File: src/rtl/dst_pkg.sv
package dst_pkg;
    typedef enum logic [1:0] {
        ST_IDLE     = 2'd0,
        ST_ROMSUM   = 2'd1,
        ST_CHECKER  = 2'd2,
        ST_INVERSE  = 2'd3
    } dst_state_e;

    typedef enum logic [1:0] {
        PAT_NORMAL  = 2'd0,
        PAT_CHECKER = 2'd1,
        PAT_INVERSE = 2'd2
    } dst_pat_e;

    localparam int CW_PASS  = 5;
    localparam int CW_START = 6;
    localparam logic [7:0] BLANK_CODE = 8'h20;
endpackage

File: src/rtl/dst_phase_timer.sv
module dst_phase_timer #(
    parameter int TEST_LOG2 = 18
) (
    input  logic                 clk,
    input  logic                 rst_n,
    input  logic                 clear,
    input  logic                 run,
    output logic [TEST_LOG2-1:0] cnt,
    output logic                 end_rom,
    output logic                 end_chk,
    output logic                 end_all
);
    localparam longint unsigned EIGHTH  = 64'd1 << (TEST_LOG2 - 3);
    localparam longint unsigned ROM_LEN = 2 * EIGHTH;
    localparam longint unsigned PAT_LEN = 3 * EIGHTH;
    localparam logic [TEST_LOG2-1:0] ROM_LAST = TEST_LOG2'(ROM_LEN - 1);
    localparam logic [TEST_LOG2-1:0] CHK_LAST = TEST_LOG2'(ROM_LEN + PAT_LEN - 1);

    always_ff @(posedge clk or negedge rst_n) begin
        if (!rst_n) begin
            cnt <= '0;
        end else if (clear) begin
            cnt <= '0;
        end else if (run) begin
            cnt <= cnt + 1'b1;
        end
    end

    assign end_rom = (cnt == ROM_LAST);
    assign end_chk = (cnt == CHK_LAST);
    assign end_all = &cnt;
endmodule

File: src/rtl/dst_checksum.sv
module dst_checksum #(
    parameter int DW = 8
) (
    input  logic          clk,
    input  logic          rst_n,
    input  logic          clear,
    input  logic          en,
    input  logic [DW-1:0] data,
    output logic [DW-1:0] sum
);
    always_ff @(posedge clk or negedge rst_n) begin
        if (!rst_n) begin
            sum <= '0;
        end else if (clear) begin
            sum <= '0;
        end else if (en) begin
            sum <= sum + data;
        end
    end
endmodule

File: src/rtl/disp_selftest.sv
module disp_selftest
    import dst_pkg::*;
#(
    parameter int         TEST_LOG2  = 18,
    parameter int         ROM_AW     = 7,
    parameter int         N_CHARS    = 8,
    parameter int         UDC_AW     = 4,
    parameter int         HADR_W     = 4,
    parameter logic [7:0] GOLDEN_SUM = 8'h00
) (
    input  logic              clk,
    input  logic              rst_n,
    input  logic              host_we,
    input  logic [HADR_W-1:0] host_addr,
    input  logic [7:0]        host_wdata,
    output logic [7:0]        host_rdata,
    output logic              busy,
    output logic [ROM_AW-1:0] rom_addr,
    input  logic [7:0]        rom_data,
    output logic [1:0]        pat_sel
);
    localparam int ROM_DEPTH = 1 << ROM_AW;
    localparam logic [HADR_W-1:0] FLASH_ADR = HADR_W'(N_CHARS);
    localparam logic [HADR_W-1:0] UDC_ADR   = HADR_W'(N_CHARS + 1);
    localparam logic [HADR_W-1:0] CTRL_ADR  = HADR_W'(N_CHARS + 2);
    localparam logic [TEST_LOG2-1:0] ROM_END = TEST_LOG2'(ROM_DEPTH);

    dst_state_e state_q, state_d;

    logic [N_CHARS-1:0][7:0] char_q;
    logic [N_CHARS-1:0]      flash_q;
    logic [UDC_AW-1:0]       udc_q;
    logic [7:0]              ctrl_q;

    logic [TEST_LOG2-1:0] cnt;
    logic end_rom, end_chk, end_all;
    logic [7:0] sum;
    logic start_hit, wr_ok, rom_en, finish;

    assign wr_ok     = host_we && (state_q == ST_IDLE);
    assign start_hit = wr_ok && (host_addr == CTRL_ADR) && host_wdata[CW_START];
    assign rom_en    = (state_q == ST_ROMSUM) && (cnt < ROM_END);
    assign finish    = (state_q == ST_INVERSE) && end_all;

    dst_phase_timer #(.TEST_LOG2(TEST_LOG2)) u_timer (
        .clk     (clk),
        .rst_n   (rst_n),
        .clear   (start_hit),
        .run     (state_q != ST_IDLE),
        .cnt     (cnt),
        .end_rom (end_rom),
        .end_chk (end_chk),
        .end_all (end_all)
    );

    dst_checksum #(.DW(8)) u_sum (
        .clk   (clk),
        .rst_n (rst_n),
        .clear (start_hit),
        .en    (rom_en),
        .data  (rom_data),
        .sum   (sum)
    );

    // state register
    always_ff @(posedge clk or negedge rst_n) begin
        if (!rst_n) state_q <= ST_IDLE;
        else        state_q <= state_d;
    end

    // next state
    always_comb begin
        state_d = state_q;
        unique case (state_q)
            ST_IDLE:    if (start_hit) state_d = ST_ROMSUM;
            ST_ROMSUM:  if (end_rom)   state_d = ST_CHECKER;
            ST_CHECKER: if (end_chk)   state_d = ST_INVERSE;
            ST_INVERSE: if (end_all)   state_d = ST_IDLE;
        endcase
    end

    // outputs
    always_comb begin
        busy     = 1'b1;
        pat_sel  = PAT_NORMAL;
        rom_addr = rom_en ? cnt[ROM_AW-1:0] : '0;
        unique case (state_q)
            ST_IDLE:    busy    = 1'b0;
            ST_ROMSUM:  pat_sel = PAT_NORMAL;
            ST_CHECKER: pat_sel = PAT_CHECKER;
            ST_INVERSE: pat_sel = PAT_INVERSE;
        endcase
    end

    // host-visible storage; end state committed on the final test edge
    always_ff @(posedge clk or negedge rst_n) begin
        if (!rst_n) begin
            for (int i = 0; i < N_CHARS; i++) char_q[i] <= BLANK_CODE;
            flash_q <= '0;
            udc_q   <= '0;
            ctrl_q  <= '0;
        end else if (finish) begin
            for (int i = 0; i < N_CHARS; i++) char_q[i] <= BLANK_CODE;
            flash_q <= '0;
            udc_q   <= '1;
            ctrl_q  <= 8'((sum == GOLDEN_SUM) ? 1 : 0) << CW_PASS;
        end else if (wr_ok) begin
            for (int i = 0; i < N_CHARS; i++)
                if (host_addr == HADR_W'(i)) char_q[i] <= host_wdata;
            if (host_addr == FLASH_ADR) flash_q <= host_wdata[N_CHARS-1:0];
            if (host_addr == UDC_ADR)   udc_q   <= host_wdata[UDC_AW-1:0];
            if (host_addr == CTRL_ADR)
                ctrl_q <= {host_wdata[7:6], ctrl_q[CW_PASS], host_wdata[4:0]};
        end
    end

    always_comb begin
        host_rdata = '0;
        for (int i = 0; i < N_CHARS; i++)
            if (host_addr == HADR_W'(i)) host_rdata = char_q[i];
        if (host_addr == FLASH_ADR) host_rdata = 8'(flash_q);
        if (host_addr == UDC_ADR)   host_rdata = 8'(udc_q);
        if (host_addr == CTRL_ADR)  host_rdata = ctrl_q;
    end
endmodule

File: config.mk
export PLATFORM = sky130hd
export DESIGN_NAME = disp_selftest
export DESIGN_NICKNAME = d
export VERILOG_FILES = /design/src/rtl/dst_pkg.sv /design/src/rtl/dst_phase_timer.sv /design/src/rtl/dst_checksum.sv /design/src/rtl/disp_selftest.sv
export SDC_FILE = /design/constraint.sdc
export NUM_CORES = 1
export LEC_CHECK = 0
export CORE_ASPECT_RATIO = 1.5
export CORE_UTILIZATION = 25
export DETAILED_ROUTE_END_ITERATION = 6
export PLACE_DENSITY = 0.5
export SYNTH_ARGS = -nofsm -noshare
export SYNTH_HDL_FRONTEND = slang
export SYNTH_SLANG_ARGS = --single-unit
File: constraint.sdc
create_clock -name clk -period 2.1 [get_ports clk]
set_input_delay 0.315 -clock clk [delete_from_list [all_inputs] [get_ports clk]]
set_output_delay 0.315 -clock clk [all_outputs]
set_load 0.1 [all_outputs]
== Yosys cells after proc, flatten, opt, wreduce, memory -nomap -nowiden ==
Index checks and enable logic that the tools add are counted.
Storage, ports and cells
  register bits: 112
  output and inout bits: 18
  word-level logic and storage cells: 116
Operators by class
  magnitude comparators: 1
  eq/ne operators: 19
  reduce and logical (&&, ||, !) cells: 36
  add/subtract/negate cells: 2
  multiplexer cells: 43
Operator list (number)
  $mux W8: 27
  $mux W64: 2
  $mux W18: 2
  $reduce_bool A2 Y1: 15
  $reduce_and A2 Y1: 11
  $add A18 B1 Y18 const B: 1
  $eq A18 B16 Y1 const B: 1
  $eq A18 B18 Y1 const B: 1
  $lt A18 B8 Y1 const B: 1
  $reduce_and A18 Y1: 1
  $eq A4 B3 Y1 const B: 4
  $eq A4 B4 Y1 const B: 3
  $mux W4: 3
  $add A8 B8 Y8: 1
  $eq A4 B2 Y1 const B: 2
  $logic_not A8 Y1: 1
  $mux W2: 4
  $ne A2 B2 Y1 const B: 4
  $pmux W2 S4: 1
  $mux W7: 1
  $logic_and A1 B1 Y1: 5
  $eq A2 B2 Y1 const B: 2
  $eq A4 B1 Y1 const B: 1
  $logic_not A4 Y1: 1
  other kinds (5): 6

== Logic depth before layout (Yosys ltp) ==
Gate-level depths: netlist (run 1).
  depth in word-level cells: 12
  mapped depth: 9
  mapped depth without buffers: 7

== Modules after synthesis ==
From an unflattened synthesis (run 1), not the netlist that was laid out.
Second synthesis, totals
  cells, all modules: 656
  area total of the unflattened synthesis: 6351.1 µm²
Modules (own cells, without submodules)
  disp_selftest: cells each 488, times used 1, seq. area each 2162.1 µm², area each 4730.8 µm²
  dst_phase_timer: cells each 102, times used 1, seq. area each 450.4 µm², area each 973.4 µm²
  dst_checksum: cells each 66, times used 1, seq. area each 200.2 µm², area each 646.9 µm²

== Worst setup path before layout (run 1) ==
OpenSTA, ideal clock, no wires.
  path type: in2out
  start point: in host_addr[0]
  end point: out host_rdata[1]
  path buffers: 3
  arrival time: 3.480 ns
  required time: 1.785 ns
  stages on the path: 6
  slack: -1.695 ns
  cells stage by stage: buf_6 > buf_6 > nor2_1 > clkbuf_1 > a21oi_1 > o31ai_1
On the way
  cells in the longest elaborated chain, start to end: 12
RTL lines
  start: declaration: line disp_selftest.sv:14  | input logic [HADR_W-1:0] host_addr,
  $logic_not A4 Y1: line disp_selftest.sv:120  | if (host_addr == HADR_W'(i)) host_rdata = char_q[i];
  $mux W8 (8 in series): line disp_selftest.sv:120
  $mux W8: line disp_selftest.sv:121  | if (host_addr == FLASH_ADR) host_rdata = 8'(flash_q);
  $mux W8: line disp_selftest.sv:122  | if (host_addr == UDC_ADR) host_rdata = 8'(udc_q);
  $mux W8 *: line disp_selftest.sv:123  | if (host_addr == CTRL_ADR) host_rdata = ctrl_q;
  end: declaration: line disp_selftest.sv:16  | output logic [7:0] host_rdata,
Every way passes the cells marked *; elsewhere a longest branch is shown, timed or not.

== Final worst setup path (run 1) ==
  start point: reg char_q[27] in the netlist's numbering
  end point: out host_rdata[3]
On the way
  cells in the longest elaborated chain, start to end: 8
RTL lines
  start: declaration: line disp_selftest.sv:30  | logic [N_CHARS-1:0][7:0] char_q;
  start signal: indexed assignment: line disp_selftest.sv:109  | if (host_addr == HADR_W'(i)) char_q[i] <= host_wdata;
  $mux W8 (5 in series): line disp_selftest.sv:120
  $mux W8: line disp_selftest.sv:121
  $mux W8: line disp_selftest.sv:122
  $mux W8: line disp_selftest.sv:123
Every way passes these cells.

==> results of run 1 <==
-- through the flow --
stage	utilization	setup WS, ps	cell area (µm²)	setup TNS [ps]
final	0.361	-254	8820	-1270
after CTS	0.354	-322	8650	-1540
after global placement	0.330	-460	8060	-22340
after detailed placement	0.330	-494	8060	-23180
after floorplan	-	-195	6360	-205
after global routing	0.361	-288	8820	-2160
-- cell type report --
type,count,area (µm²)
flip-flops and latches,112,2810
multi-input cells,474,3580
fillers,2444,15600
inverters,7,26.3
clock buffers,9,225
well taps,324,405
repair buffers,173,1700
clock inverters,7,78.8
-- synthesized netlist by cell type, types with 9 or more instances --
library cell  number  share of area
dfrtp_1          104           0.42
nor2_1            81          0.049
mux2i_1           70           0.11
nand2_1           64          0.039
a21oi_1           46          0.037
nand3_1           41          0.033
clkbuf_1          22          0.013
buf_2             16          0.013
o21ai_0           16          0.013
ha_1              13          0.026
and3_1            10          0.010
xor2_1            10          0.014
and2_1             9         0.0091
nand4_1            9         0.0091
-- power by group --
| part | switching, W | leakage (nW) | internal [W] |
|---|---|---|---|
| logic | 0.000633 | 2.25 | 0.000635 |
| registers | 0.0000698 | 1.48 | 0.00224 |
| clock network | 0.000901 | 0.148 | 0.000846 |
-- cell usage in the layout (no fill, tap or decap), types with 4 or more instances in the layout --
| cell | instances |
|---|---|
| nand3b_1 | 4 |
| buf_4 | 114 |
| clkbuf_16 | 9 |
| clkdlybuf4s50_1 | 17 |
| buf_12 | 23 |
| dfrtp_1 | 104 |
| xor2_1 | 10 |
| and3_1 | 8 |
| a21oi_2 | 7 |
| a22oi_2 | 5 |
| inv_1 | 4 |
| buf_6 | 14 |
| nand2_1 | 62 |
| and2_4 | 7 |
| nor3_1 | 4 |
| nor2_2 | 4 |
| dfstp_2 | 8 |
| mux4_2 | 8 |
| a31oi_1 | 4 |
| mux2i_1 | 67 |
| o21ai_0 | 11 |
| ha_1 | 12 |
| nor3_4 | 4 |
| nor2_1 | 79 |
| a21oi_1 | 39 |
| nand4_1 | 9 |
| nand3_1 | 41 |
| xnor2_1 | 5 |
-- worst paths after layout --
check | start | cells after the start | slack (ps) | endpoint
min in group clk | char_q[5] | 2 | 490 | char_q[5]
max reg2reg | state_q[1] | 8 | 80 | state_q[1]
min | rst_n | 2 | 460 | state_q[0]
max | char_q[27] | 5 | -250 | host_rdata[3]
max in group asynchronous | rst_n | 3 | 930 | char_q[29]
min reg2reg | char_q[5] | 2 | 490 | char_q[5]
-- repair_timing --
action | CTS | global route
pin swaps | 21 | 12
endpoints found under the setup margin | 44 | 34
hold endpoints to repair | 30 | 0
buffers inserted | 10 | 5
cloned | 0 | 0
hold buffers | 1 | 0
gates resized for setup | 53 | 27
-- cell families after synthesis --
family | count (synthesis)
fa+ha+maj | 14
compound gates | 106
mux | 82
flops | 112
simple gates | 257
xor+xnor | 15
buf+inv | 52
-- metal layers --
layer	track usage	vias to the layer above	part of all wire
met1	0.184	2555	0.41
met3	0.0249	36	0.027
met2	0.275	78	0.52
met5	0	-	0
met4	0.0779	0	0.036
li1	-	2544	-
-- state kept, by name (all words and copies together), names as in the netlist --
| name | flops |
|---|---|
| udc_q | 4 |
| u_timer.cnt | 18 |
| ctrl_q | 8 |
| state_q | 2 |
| flash_q | 8 |
| char_q | 64 |
| u_sum.sum | 8 |
-- critical path, stage by stage, from the launching register on --
cell     delay (ps)
dfrtp_1         410
mux4_2          500
mux2i_4         180
nor3_4           70
o32a_4          330
buf_12          170
==> flow_summary.yaml, run 1 <==
detailed_routing:
  wirelength_um: 19100
  drc: 0
  ant_nets: 0
  viasPerCell: 4.71
  drt_first_pass_iters: 4
  drtIter0Drc: 186
  vias: 5213
  wire_per_inst_um: 17.3
clocking:
  clk_pin_slew_worst_paths_ps: 80
  cts_tree: "built"
  insertion_delay_ps: 370
  h-tree-depth: 3
  cts_root_buf: "clkbuf_16"
  cts_buffers: 9
  clkSinkCount: 112
  cts.path.max_buffers: 2
job:
  maxCapViolations: 0
placement:
  gp_congestion: 0.832
  dp.cells: 1076
  dp_hpwl_um: 14100
  portBuffers: 40
die:
  ios: 41
  core_um2: 24400
  die_h_um: 195
  initial_core_util: 0.254
  dieWidth_um: 131
  die_area_um2: 25500
  rows: 70
timing:
  hold_viol_final: 0
  period_needed_ps: 2350
  layout_setup_ws_ps: -254
  setup_viol: 12
  finalMaxSlewViolations: 0
  rsz0062_at_grt: "true"
  holdWs_ps: 462
  slew_headroom: 0.587
  clock_skew_ps: 15.7
  tightest_slew_ps: 617
  period_share: 1.12
  clock.fmax_mhz: 425
layout:
  area_growth_pct: 42.0
  final_cells: 1106
  layout-drive-gt1-share: 0.329
  num_antenna_cells: 0
  nNetsFinal: 814
synthesis:
  synth_compound_area_frac: 0.107
  syn_area_um2: 6210
  synth-xor-area-share: 0.0211
  synthSimpleGateAreaFrac: 0.201
  ys_seq_area_frac: 0.453
  synth_cell_types: 65
  synth_adder_area_share: 0.0294
  ys.flop_type: "dfrtp_1"
  synth-seq-cells: 112
  syn-num-nets: 675
  avgSynthCellArea_um2: 9.74
  synthMuxAreaShare: 0.149
  yosysWarnings: 0
  synth_edf_count: 0
  synthCells: 638
  synth_top_family_by_area: "simple AND/OR/NAND/NOR gates"
  ys_async_sr_fraction: 1.00
outcome:
  failed_checks: "setup timing"
  status: "finished with violations"
power:
  finalPower_w: 0.00533
  powerDensity_nw_per_um2: 604
  p_leak_nw: 3.88
  irDropWorstVdd_uv: 397
setup_path:
  critPathLaunchType: "flop"
  endpoint_kind: "primary output"
  cp.arrival_ps: 2040
  critical_path_class: "flop to primary output"
  cp.required_ps: 1780
  cp_max_fo: 2
grt:
  grt_overflow: 0
  grt_pass1_wl_um: 30000
  antenna_found_initial: 0
  first_global_vias: 5333
  track_usage: 0.158
  grt_max_degree: 44
min_path:
  hold_path.class: "input port to asynchronous set/reset pin"
(Power assumes the default switching activity.)
==> inputs of run 2 (changes only) <==
Settings changed: HOLD_SLACK_MARGIN set to 0.1.
==> results of run 2 <==
Final layout, timing and power as in run 1 (identical DEF).
==> inputs of run 3 (changes only) <==
Settings changed: GPL_TIMING_DRIVEN set to 0.
==> flow_summary.yaml, run 3 (synthesis gave the netlist of run 1 again) <==
setup_path:
  cp.arrival_ps: 2120
  critPathLaunchType: "flop"
  critPathMaxStageDelay_ps: 510
  crit_family: "multiplexers"
  cp_max_fo: 2
  endpoint_kind: "primary output"
  cp.required_ps: 1780
  worst-path-buf-inv: 1
  path_cells: "mux4_2, mux2i_1, nor3_2, o32a_2, buf_12"
  critical_path_class: "flop to primary output"
  worst_path_max_delay_cell: "mux4_2"
layout:
  mostFrequentLayoutCell: "dfrtp_1"
  top_regs: "char_q (64), u_timer.cnt (18)"
  num_antenna_cells: 0
  multiInputGateArea_um2: 3570
  nNetsFinal: 745
  layout.area.seq_um2: 2820
  final_cells: 1037
  top_register: "char_q"
  layout-drive-gt1-share: 0.257
  largest_register_ffs: 64
  fillers: 2502
  final_util: 0.334
  area_growth_pct: 31.3
  mostFrequentLayoutCells: "dfrtp_1, nor2_1, mux2i_1"
grt:
  track_usage: 0.166
  grt_max_degree: 85
  grt_pass1_wl_um: 31100
  antenna_found_initial: 0
  grt_overflow: 0
  first_global_vias: 5170
detailed_routing:
  vias: 5056
  drt_first_pass_iters: 5
  ant_nets: 0
  drc: 0
  wire_per_inst_um: 19.2
  viasPerCell: 4.88
  wirelength_um: 19900
  drtIter0Drc: 282
outcome:
  status: "finished with violations"
  failed_checks: "setup timing"
die:
  ios: 41
  dieWidth_um: 131
  die_area_um2: 25500
  rows: 70
  initial_core_util: 0.254
  die_h_um: 195
  core_um2: 24400
timing:
  finalMaxSlewViolations: 0
  clock.fmax_mhz: 410
  rsz0062_at_grt: "true"
  layout_setup_ws_ps: -336
  period_needed_ps: 2440
  period_share: 1.16
  setup_viol: 15
  tightest_slew_ps: 679
  slew_headroom: 0.547
  clock_skew_ps: 12.3
  hold_viol_final: 0
placement:
  portBuffers: 34
  gp_congestion: 0.854
  pre_cts_slack_ps: -1730
  dp.cells: 997
  dp_hpwl_um: 13700
power:
  irDropWorstVdd_uv: 376
  p_leak_nw: 3.47
  powerDensity_nw_per_um2: 623
clocking:
  cts.path.max_buffers: 2
  cts_buffers: 9
  cts_root_buf: "clkbuf_16"
  clkSinkCount: 112
  h-tree-depth: 3
  clk_pin_slew_worst_paths_ps: 80
  cts_tree: "built"
  insertion_delay_ps: 370
job:
  maxCapViolations: 0
min_path:
  hold_path.class: "input port to flop"
==> run 3: cell types whose count changed in the layout (fill, tap and decap cells not counted), moves of 4 or more <==
cell             delta
a21oi_1             +5
clkbuf_2            +4
buf_8               +4
a21oi_2             -5
clkdlybuf4s50_1     -4
buf_6               -7
buf_12              -7
buf_2               +5
clkbuf_4           +12
buf_4              -84
clkbuf_1            +7
==> run 3: where the power goes <==
| group | total [W] | internal, W | switching, W |
|---|---|---|---|
| sequential | 0.00231 | 0.00224 | 0.0000741 |
| clock | 0.00172 | 0.000826 | 0.000896 |
| combinational | 0.00105 | 0.000456 | 0.000590 |
==> run 3: final cells by class <==
cell class / instances / area share
clock inverter: 6 / 0.00629
timing repair buffer: 62 / 0.0897
multi-input combinational: 474 / 0.437
sequential: 112 / 0.345
clock buffer: 10 / 0.0281
tap: 324 / 0.0497
buffer: 42 / 0.0405
inverter: 7 / 0.00322
==> run 3: stage by stage <==
stage	hold slack, ps	setup TNS, ps	area, µm²	power, W
global route	347	-3260	8160	0.00533
global placement	475	-514690	7110	0.00329
finish	325	-2060	8160	0.00508
CTS	323	-2380	7920	0.00512
detailed placement	226	-60500	7140	0.00330
floorplan	19.4	-205	6360	0.00302
==> run 3: metal layers <==
metal  vias up  GRT usage  share of wire
li1       2413          -              -
met5         -          0              0
met3        28     0.0244          0.039
met2       106      0.287           0.53
met1      2509      0.199           0.40
met4         0     0.0728          0.030
==> run 3: repair_timing <==
item / 4_1_cts / 5_1_grt
gates resized for setup: 206 / 55
pin swaps: 12 / 12
setup endpoints to repair: 121 / 103
setup buffers: 16 / 10
endpoints found under the hold margin: 28 / 0
hold buffers: 1 / 0
cloned: 0 / 0
==> run 3: worst paths after layout <==
| path | from | end | slack [ps] | cells after the start |
|---|---|---|---|---|
| max | char_q[26] | host_rdata[2] | -340 | 5 |
| min | host_wdata[6] | char_q[6] | 320 | 3 |
| max reg2reg | state_q[0] | state_q[1] | -30 | 8 |
| min reg2reg | char_q[13] | char_q[13] | 490 | 2 |
| max in group asynchronous | rst_n | u_timer.cnt[2] | 940 | 3 |
| min in group asynchronous | rst_n | char_q[19] | 390 | 2 |
==> run 3: worst min-delay path, delay by kind of cell <==
kind            cells  cell delay, ps
buf+inv             1             180
simple gates        1              90
compound gates      1              60
